[src/rtl/rxb_pkg.sv]
package rxb_pkg;
  localparam int DATA_W = 8;

  typedef enum logic [2:0] {
    ST_IDLE,
    ST_START,
    ST_DATA,
    ST_PAR,
    ST_STOP,
    ST_BRKCHK,
    ST_WAITHI
  } rx_state_e;

  typedef struct packed {
    logic              perr;
    logic              ferr;
    logic [DATA_W-1:0] data;
  } rx_entry_t;
endpackage

[src/rtl/rxb_sync.sv]
module rxb_sync #(
  parameter int STAGES = 2
) (
  input  logic clk,
  input  logic rst_n,
  input  logic d_i,
  output logic q_o
);
  logic [STAGES-1:0] chain_q;

  generate
    if (STAGES == 1) begin : g_one
      always_ff @(posedge clk or negedge rst_n) begin
        if (!rst_n) chain_q <= '1;
        else        chain_q <= d_i;
      end
    end else begin : g_many
      always_ff @(posedge clk or negedge rst_n) begin
        if (!rst_n) chain_q <= '1;
        else        chain_q <= {chain_q[STAGES-2:0], d_i};
      end
    end
  endgenerate

  assign q_o = chain_q[STAGES-1];
endmodule

[src/rtl/rxb_deframe.sv]
module rxb_deframe
  import rxb_pkg::*;
#(
  parameter int OS_RATE = 16
) (
  input  logic      clk,
  input  logic      rst_n,
  input  logic      tick_i,
  input  logic      rx_i,
  input  logic      len7_i,
  input  logic      stop2_i,
  input  logic      par_en_i,
  input  logic      par_odd_i,
  output logic      push_o,
  output rx_entry_t entry_o,
  output logic      brk_set_o
);
  localparam int TW     = $clog2(OS_RATE);
  localparam int MAXBIT = 12;
  localparam int BW     = $clog2(MAXBIT * OS_RATE + 1);
  localparam logic [TW-1:0] T_LAST = TW'(OS_RATE - 1);
  localparam logic [TW-1:0] T_HALF = TW'(OS_RATE / 2 - 1);

  rx_state_e         state_q, state_d;
  logic [TW-1:0]     tcnt_q, tcnt_d;
  logic [BW-1:0]     bcnt_q, bcnt_d;
  logic [2:0]        bidx_q, bidx_d;
  logic [DATA_W-1:0] shf_q, shf_d;
  logic              par_q, par_d;
  logic [3:0]        fbits;
  logic [BW-1:0]     win_last;
  logic [DATA_W-1:0] data_w;

  // frame length in bits and last tick of the break window
  always_comb begin
    fbits    = 4'd1 + (len7_i ? 4'd7 : 4'd8) + {3'd0, par_en_i} + (stop2_i ? 4'd2 : 4'd1);
    win_last = BW'(fbits) * BW'(OS_RATE) - BW'(1);
  end

  always_comb begin
    data_w        = len7_i ? {1'b0, shf_q[DATA_W-1:1]} : shf_q;
    entry_o.data  = data_w;
    entry_o.perr  = par_en_i & ((^data_w ^ par_q) != par_odd_i);
    entry_o.ferr  = ~rx_i;
  end

  always_comb begin
    state_d   = state_q;
    tcnt_d    = tcnt_q;
    bcnt_d    = bcnt_q;
    bidx_d    = bidx_q;
    shf_d     = shf_q;
    par_d     = par_q;
    push_o    = 1'b0;
    brk_set_o = 1'b0;
    unique case (state_q)
      ST_IDLE: begin
        if (!rx_i) begin
          state_d = ST_START;
          tcnt_d  = '0;
        end
      end
      ST_START: begin
        if (tick_i) begin
          if (tcnt_q == T_HALF) begin
            tcnt_d  = '0;
            bidx_d  = '0;
            state_d = rx_i ? ST_IDLE : ST_DATA;
          end else begin
            tcnt_d = tcnt_q + 1'b1;
          end
        end
      end
      ST_DATA: begin
        if (tick_i) begin
          if (tcnt_q == T_LAST) begin
            tcnt_d = '0;
            shf_d  = {rx_i, shf_q[DATA_W-1:1]};
            if (bidx_q == (len7_i ? 3'd6 : 3'd7))
              state_d = par_en_i ? ST_PAR : ST_STOP;
            else
              bidx_d = bidx_q + 1'b1;
          end else begin
            tcnt_d = tcnt_q + 1'b1;
          end
        end
      end
      ST_PAR: begin
        if (tick_i) begin
          if (tcnt_q == T_LAST) begin
            tcnt_d  = '0;
            par_d   = rx_i;
            state_d = ST_STOP;
          end else begin
            tcnt_d = tcnt_q + 1'b1;
          end
        end
      end
      ST_STOP: begin
        if (tick_i) begin
          if (tcnt_q == T_LAST) begin
            tcnt_d = '0;
            push_o = 1'b1;
            bcnt_d = '0;
            state_d = rx_i ? ST_IDLE : ST_BRKCHK;
          end else begin
            tcnt_d = tcnt_q + 1'b1;
          end
        end
      end
      ST_BRKCHK: begin
        if (rx_i) begin
          state_d = ST_IDLE;
        end else if (tick_i) begin
          if (bcnt_q == win_last) begin
            brk_set_o = 1'b1;
            state_d   = ST_WAITHI;
          end else begin
            bcnt_d = bcnt_q + 1'b1;
          end
        end
      end
      ST_WAITHI: begin
        if (rx_i) state_d = ST_IDLE;
      end
      default: state_d = ST_IDLE;
    endcase
  end

  always_ff @(posedge clk or negedge rst_n) begin
    if (!rst_n) begin
      state_q <= ST_IDLE;
      tcnt_q  <= '0;
      bcnt_q  <= '0;
      bidx_q  <= '0;
      shf_q   <= '0;
      par_q   <= 1'b0;
    end else begin
      state_q <= state_d;
      tcnt_q  <= tcnt_d;
      bcnt_q  <= bcnt_d;
      bidx_q  <= bidx_d;
      shf_q   <= shf_d;
      par_q   <= par_d;
    end
  end


  msb7_zero_chk: assert property (@(posedge clk) disable iff (!rst_n)
    (push_o && len7_i) |-> !entry_o.data[DATA_W-1]);


  brk_low_line_chk: assert property (@(posedge clk) disable iff (!rst_n)
    brk_set_o |-> !rx_i);
endmodule

[src/rtl/rxb_fifo.sv]
module rxb_fifo
  import rxb_pkg::*;
#(
  parameter int DEPTH = 16
) (
  input  logic                       clk,
  input  logic                       rst_n,
  input  logic                       push_i,
  input  rx_entry_t                  wdata_i,
  input  logic                       pop_i,
  output rx_entry_t                  rdata_o,
  output logic                       full_o,
  output logic                       empty_o,
  output logic [$clog2(DEPTH+1)-1:0] count_o
);
  localparam int AW = (DEPTH > 1) ? $clog2(DEPTH) : 1;
  localparam int CW = $clog2(DEPTH + 1);
  localparam logic [AW-1:0] P_LAST = AW'(DEPTH - 1);

  rx_entry_t       mem_q [DEPTH];
  logic [AW-1:0]   wp_q, wp_d, rp_q, rp_d;
  logic [CW-1:0]   cnt_q, cnt_d;
  logic            do_wr, do_rd;

  always_comb begin
    full_o  = (cnt_q == CW'(DEPTH));
    empty_o = (cnt_q == '0);
    do_wr   = push_i & ~full_o;
    do_rd   = pop_i & ~empty_o;
    wp_d    = do_wr ? ((wp_q == P_LAST) ? '0 : wp_q + 1'b1) : wp_q;
    rp_d    = do_rd ? ((rp_q == P_LAST) ? '0 : rp_q + 1'b1) : rp_q;
    cnt_d   = cnt_q;
    if (do_wr && !do_rd)      cnt_d = cnt_q + 1'b1;
    else if (do_rd && !do_wr) cnt_d = cnt_q - 1'b1;
  end

  always_ff @(posedge clk) begin
    if (do_wr) mem_q[wp_q] <= wdata_i;
  end

  always_ff @(posedge clk or negedge rst_n) begin
    if (!rst_n) begin
      wp_q  <= '0;
      rp_q  <= '0;
      cnt_q <= '0;
    end else begin
      wp_q  <= wp_d;
      rp_q  <= rp_d;
      cnt_q <= cnt_d;
    end
  end

  assign rdata_o = mem_q[rp_q];
  assign count_o = cnt_q;


  no_overflow_chk: assert property (@(posedge clk) disable iff (!rst_n)
    cnt_q <= CW'(DEPTH));


  empty_pop_chk: assert property (@(posedge clk) disable iff (!rst_n)
    (cnt_q == '0 && pop_i && !push_i) |=> (cnt_q == '0));


  full_hold_chk: assert property (@(posedge clk) disable iff (!rst_n)
    (full_o && push_i && !pop_i) |=> (cnt_q == $past(cnt_q) && wp_q == $past(wp_q)));
endmodule

[src/rtl/rx_serial_brk.sv]
module rx_serial_brk
  import rxb_pkg::*;
#(
  parameter int OS_RATE     = 16,
  parameter int FIFO_DEPTH  = 16,
  parameter int SYNC_STAGES = 2
) (
  input  logic                            clk,
  input  logic                            rst_n,
  input  logic                            rxd_in,
  input  logic                            os_tick,
  input  logic                            cfg_len7,
  input  logic                            cfg_stop2,
  input  logic                            cfg_par_en,
  input  logic                            cfg_par_odd,
  input  logic                            rd_en,
  output logic [7:0]                      rd_data,
  output logic                            rd_perr,
  output logic                            rd_ferr,
  output logic                            fifo_empty,
  output logic [$clog2(FIFO_DEPTH+1)-1:0] fifo_count,
  output logic                            ovr_flag,
  input  logic                            ovr_clr,
  output logic                            brk_flag,
  input  logic                            brk_clr
);
  logic      rx_s;
  logic      push, brk_set, full, ovr_set;
  rx_entry_t wentry, rentry;
  logic      ovr_q, ovr_d, brk_q, brk_d;

  rxb_sync #(.STAGES(SYNC_STAGES)) u_sync (
    .clk(clk), .rst_n(rst_n), .d_i(rxd_in), .q_o(rx_s)
  );

  rxb_deframe #(.OS_RATE(OS_RATE)) u_deframe (
    .clk(clk), .rst_n(rst_n), .tick_i(os_tick), .rx_i(rx_s),
    .len7_i(cfg_len7), .stop2_i(cfg_stop2), .par_en_i(cfg_par_en),
    .par_odd_i(cfg_par_odd), .push_o(push), .entry_o(wentry),
    .brk_set_o(brk_set)
  );

  rxb_fifo #(.DEPTH(FIFO_DEPTH)) u_fifo (
    .clk(clk), .rst_n(rst_n), .push_i(push), .wdata_i(wentry),
    .pop_i(rd_en), .rdata_o(rentry), .full_o(full),
    .empty_o(fifo_empty), .count_o(fifo_count)
  );

  always_comb begin
    ovr_set = push & full;
    ovr_d   = ovr_set ? 1'b1 : (ovr_clr ? 1'b0 : ovr_q);
    brk_d   = brk_set ? 1'b1 : (brk_clr ? 1'b0 : brk_q);
  end

  always_ff @(posedge clk or negedge rst_n) begin
    if (!rst_n) begin
      ovr_q <= 1'b0;
      brk_q <= 1'b0;
    end else begin
      ovr_q <= ovr_d;
      brk_q <= brk_d;
    end
  end

  assign rd_data  = rentry.data;
  assign rd_perr  = rentry.perr;
  assign rd_ferr  = rentry.ferr;
  assign ovr_flag = ovr_q;
  assign brk_flag = brk_q;


  ovr_clear_chk: assert property (@(posedge clk) disable iff (!rst_n)
    (ovr_clr && !ovr_set) |=> !ovr_flag);


  brk_sticky_chk: assert property (@(posedge clk) disable iff (!rst_n)
    (brk_flag && !brk_clr) |=> brk_flag);


  ovr_rise_chk: assert property (@(posedge clk) disable iff (!rst_n)
    (push && fifo_count == FIFO_DEPTH[$clog2(FIFO_DEPTH+1)-1:0]) |=> ovr_flag);
endmodule

[config.mk]
export PLATFORM = sky130hd
export DESIGN_NAME = rx_serial_brk
export DESIGN_NICKNAME = d
export VERILOG_FILES = /design/src/rtl/rxb_pkg.sv /design/src/rtl/rxb_sync.sv /design/src/rtl/rxb_deframe.sv /design/src/rtl/rxb_fifo.sv /design/src/rtl/rx_serial_brk.sv
export SDC_FILE = /design/constraint.sdc
export NUM_CORES = 1
export LEC_CHECK = 0
export BUFFER_PORTS_ARGS = -buffer_cell sky130_fd_sc_hd__clkbuf_2
export CELL_PAD_IN_SITES_DETAIL_PLACEMENT = 2
export CELL_PAD_IN_SITES_GLOBAL_PLACEMENT = 2
export CORE_ASPECT_RATIO = 0.9
export CORE_MARGIN = 3
export CORE_UTILIZATION = 50
export CTS_CLUSTER_SIZE = 24
export DETAILED_ROUTE_END_ITERATION = 16
export PLACE_DENSITY_LB_ADDON = 0.1
export SYNTH_ARGS = -nofsm -noshare
export SYNTH_HDL_FRONTEND = slang
export SYNTH_HIERARCHICAL = 1
export SYNTH_SLANG_ARGS = --single-unit
[constraint.sdc]
create_clock -name clk -period 9.29 [get_ports clk]
set_input_delay 0.4645 -clock clk [delete_from_list [all_inputs] [get_ports clk]]
set_output_delay 0.4645 -clock clk [all_outputs]
set_load 0.005 [all_outputs]
==> reports/qor.txt, run 1 <==
Yosys reg bits: 204
Post-Syn Nets: 600
ys flop type: edfxtp_1
Synth async-reset ratio: 21.57%
Distinct cells, synth: 69
Ys Warns: 6
Avg Cell Area, Syn: 16.05 um2
row cnt: 46
stage reached: 3_5_place_dp
outcome: stopped before the end
starting density of the core: 51.35%
Error: [ERROR DPL-0033] detailed placement checks failed during check placement.
Die X: 148.5 um
post-DP HPWL: 16,430 um
Netlist Area Pre-Place: 0.009133 mm2
Port-buffer cells: 28
Die Span Y: 134.2 um
Mapped Cells: 569
sequential share of the synthesized area: 64.69%
routability cong.: 0.7694
I/O pins: 29
Post-synth EDFFs: 160
-- cell usage after synthesis (3+ instances only) --
master	number	share of area, %
buf_2	8	0.44
dfrtp_1	42	12
and2_1	5	0.34
ha_1	18	2.5
edfxtp_1	160	53
xnor2_1	14	1.3
clkbuf_1	8	0.33
buf_1	3	0.12
nor2_1	31	1.3
o21ai_1	8	0.44
a21oi_1	10	0.55
nand3_1	15	0.82
nor3_1	11	0.60
mux4_2	23	5.7
mux4_1	17	4.9
mux2i_1	6	0.66
nand3b_1	3	0.25
nor2b_1	5	0.34
nand2_1	35	1.4
xor2_1	4	0.38
mux2_1	11	1.4
a22o_1	3	0.29
mux2_2	6	0.74
nand2b_1	5	0.34
and3_1	4	0.27
o31ai_1	4	0.33
inv_1	17	0.70
a21o_1	8	0.66
buf_4	3	0.25
a22oi_1	20	1.6
o21ai_0	12	0.66
-- metrics by stage --
step | hold WS (ns) | instance area [um2]
after floorplan | 0.1689 | 9133
after global placement | 0.3480 | 9563
-- cells by family after synthesis --
kind of cell	count (synthesis)	synth area share [%]
compound gates	85	6.631
flops	204	64.69
simple gates	130	7.357
xor+xnor	20	2.219
buf+inv	45	2.548
mux	65	13.65
fa+ha+maj	20	2.905
==> run 2: changes to the inputs <==
--- a/config.mk
+++ b/config.mk
@@ -6,14 +6,10 @@
 export NUM_CORES = 1
 export LEC_CHECK = 0
 export BUFFER_PORTS_ARGS = -buffer_cell sky130_fd_sc_hd__clkbuf_2
-export CELL_PAD_IN_SITES_DETAIL_PLACEMENT = 2
-export CELL_PAD_IN_SITES_GLOBAL_PLACEMENT = 2
-export CORE_ASPECT_RATIO = 0.9
 export CORE_MARGIN = 3
-export CORE_UTILIZATION = 50
-export CTS_CLUSTER_SIZE = 24
+export CORE_UTILIZATION = 40
 export DETAILED_ROUTE_END_ITERATION = 16
-export PLACE_DENSITY_LB_ADDON = 0.1
+export PLACE_DENSITY_LB_ADDON = 0.15
 export SYNTH_ARGS = -nofsm -noshare
 export SYNTH_HDL_FRONTEND = slang
 export SYNTH_HIERARCHICAL = 1
==> run 2 against run 1 <==
Against the previous run: the run now ends clean; synthesized cell count is the same; area after synthesis is the same.
==> reports/qor.txt, run 2 <==
Yosys reg bits: 204 (unchanged)
Die X: 157.1 um (+5.8%)
mux cell area share after synthesis: 13.65% (unchanged)
area leader, netlist: edfxtp_1
max FFs per register: 160
clk_lat worst skew: 0.49 ns
WP buf/inv: 2
Final setup viols: 0
commonest non-fill, non-tap cell in the layout: edfxtp_1
H-Tree Depth: 1
post-cts resize count: 0
cts hold-fix bufs: 0
TritonCTS Buffers: 23
number of max-cap violations: 0
most frequent cell after synthesis: edfxtp_1
row cnt: 54 (+17%)
Post-Syn Nets: 600 (unchanged)
Net Sw Frac: 23.76%
post-DP HPWL: 12,110 um (-26%)
critical path endpoint category: flop
Register-to-Register Path Depth: 10
post-synthesis compound-gate area fraction: 6.631% (unchanged)
Net Sw Power: 553.4 uW
slowest stage cell on the critical path: a21boi_0
clock sink count: 204
Final Max Tran Viols: 0
leakage dissipation: 3.761 nW
synth cell count leaders: edfxtp_1, dfrtp_1, nand2_1
WS Path Type: reg -> reg
Post-Synth Simple-Gate Area: 7.357% (unchanged)
DRC violations left: 0
Synth top area share: 52.61% (unchanged)
largest family of logic cells by synthesized area: multiplexers
unrepaired setup endpoints after global routing: false
routability cong.: 0.8049 (+4.6%)
type of origin of the critical path: flop
Max rail drop VDD: 0.1479 mV
Starting DRT DRC Count: 333
remaining antenna violation count: 0
CP delay by family, top: compound AO/OA/AOI/OAI gates
FMAX: 225.7 MHz
Synth area leaders: edfxtp_1, dfrtp_1, mux4_2
Int Pwr: 1.776 mW
Data required, critical path: 9.65 ns
Layout Skew: 0.009855 ns
Setup Fix Bufs, Post-CTS: 0
Ys Warns: 6 (unchanged)
largest net degree at the start of global routing: 45
register share of total power: 47.3%
vias per cell: 5.505
Crit Path Max Fanout: 15
first-pass GRT wire length: 29,750 um
GRT Residual Overflow: 0
WL/cell: 21.13 um
worst-path cell chain: nor2_1, nand3_1, inv_1, a21boi_0, ha_1, inv_1, fa_1, a21o_1, a2111oi_0, o31ai_1
I/O pins: 29 (unchanged)
Die Span Y: 157.1 um (+17%)
CTS root buf: clkbuf_16
Tmin final: 4.431 ns
Netlist Area Pre-Place: 0.009133 mm2 (unchanged)
PwrDens: 226.3 mW/mm2
Tcrit/Tclk final: 47.69%
TritonRoute pass-1 iters: 7
DR vias: 4,938
Port-buffer cells: 28 (unchanged)
Synth async-reset ratio: 21.57% (unchanged)
Avg Cell Area, Syn: 16.05 um2 (unchanged)
Mapped Cells: 569 (unchanged)
CP Data Arrival Time: 4.79 ns
number of global-route vias before repair: 5,094
Post-Synth XOR/XNOR Area: 2.219% (unchanged)
Hold Crit Class: in -> async
Fin. Hold Viols: 0
Total Nets Final: 634
Die ar.: 0.02468 mm2
clock share of power: 40.0%
Biggest register: u_fifo/mem_q
antenna fix cells: 0
Combinational Power Share: 12.7%
P&R area growth vs syn: 12.69%
share of layout cells above drive strength 1: 18.96%
total track usage: 15.75%
Distinct cells, synth: 69 (unchanged)
number of antenna violations at the first check in global routing: 0
clk slew on worst S/H paths: 0.06 ns
Worst Tran Pin Value: 1.221 ns
Area after DPL: 0.009515 mm2
Post-synth EDFFs: 160 (unchanged)
Slew HR: 17.84%
TritonCTS clock tree: done
most frequent CP cell: inv_1
Post-Route WL: 18,950 um
ys flop type: edfxtp_1
Top Registers: u_fifo/mem_q x160, u_deframe/bcnt_q x8, u_deframe/shf_q x8
final std cell area, no fill: 0.01029 mm2
sequential share of the synthesized area: 64.69% (unchanged)
Placeable Area: 0.02216 mm2
WP depth: 10
slowest stage delay, CP: 0.99 ns
outcome: finished, final reports clean
Final Util: 46.44%
commonest cells after routing, fill and taps aside: edfxtp_1, dfrtp_1, nand2_1
starting density of the core: 41.21% (-10 points)
setup TNS: 0 ns
clock buffer depth: 3
adder-cell share of the synthesized area: 2.905% (unchanged)
[run 2: cells by family (layout without fill, tap and decap cells)]
| logic type | count (synthesis) | count (layout) |
|---|---|---|
| AO/OA/AOI/OAI | 85 | 85 |
| XOR/XNOR | 20 | 20 |
| adder cells (fa/ha/maj) | 20 | 20 |
| buffers and inverters | 45 | 93 |
| flip-flops | 204 | 204 |
| multiplexers | 65 | 65 |
| AND/OR/NAND/NOR | 130 | 130 |
[run 2: power by group through the flow]
| stage | Sequential (mW) | Combinational [mW] | Clock (mW) |
|---|---|---|---|
| global placement | 1.12 | 0.294 | 0 |
| floorplan | 1.11 | 0.223 | 0 |
| finish | 1.10 | 0.297 | 0.931 |
| global route | 1.11 | 0.332 | 0.998 |
| CTS | 1.10 | 0.302 | 0.957 |
| detailed placement | 1.12 | 0.301 | 0 |
[run 2: area by class of cell]
type                       count  area, um2
multi-input combinational    320       2992
sequential                   204       5909
inverter                      19      71.32
clock buffer                  26      586.8
clock inverter                13      188.9
tap                          280      350.3
fill                        1936      11870
timing repair buffer          35      192.7
[run 2: through the flow]
stage / power [mW] / cells / hold slack (ns) / setup slack [ns]
floorplan: 1.330 / 569 / 0.1689 / 6.117
global placement: 1.412 / 858 / 0.3505 / 5.062
detailed placement: 1.420 / 858 / 0.3511 / 4.888
CTS: 2.360 / 897 / 0.03410 / 4.888
global route: 2.435 / 897 / 0.02653 / 4.376
finish: 2.329 / 897 / 0.05190 / 4.859
[run 2: worst register-to-register path, delay by kind of cell, from the launching register on]
kind            cells  cell delay, ns
compound gates      4            1.76
simple gates        2            0.81
fa+ha+maj           2            0.78
flops               1            0.52
buf+inv             2            0.43
[run 2: worst paths after layout]
kind                                       from                  end  slack (ns)
setup reg to reg           u_deframe/state_q[1]    u_fifo/count_o[4]        4.86
min in group clk                         rxd_in    u_sync/chain_q[0]        0.05
hold reg to reg               u_sync/chain_q[0]    u_sync/chain_q[1]        0.36
max in group asynchronous                 rst_n       u_fifo/rp_q[0]        8.78
setup / recovery           u_deframe/state_q[1]    u_fifo/count_o[4]        4.86
hold / removal                            rst_n  u_deframe/tcnt_q[3]        0.05
[run 2: layer usage]
layer | wire, um | vias up | track usage (%) | part of all wire (%)
met4 | 330 | 0 | 3.099 | 1.7
met1 | 8413 | 2511 | 21.81 | 44
met3 | 949 | 25 | 2.777 | 5.0
met5 | 0 | - | 0 | 0
li1 | - | 2288 | - | -
met2 | 9261 | 114 | 26.49 | 49
Power figures use the tool's default switching activity.
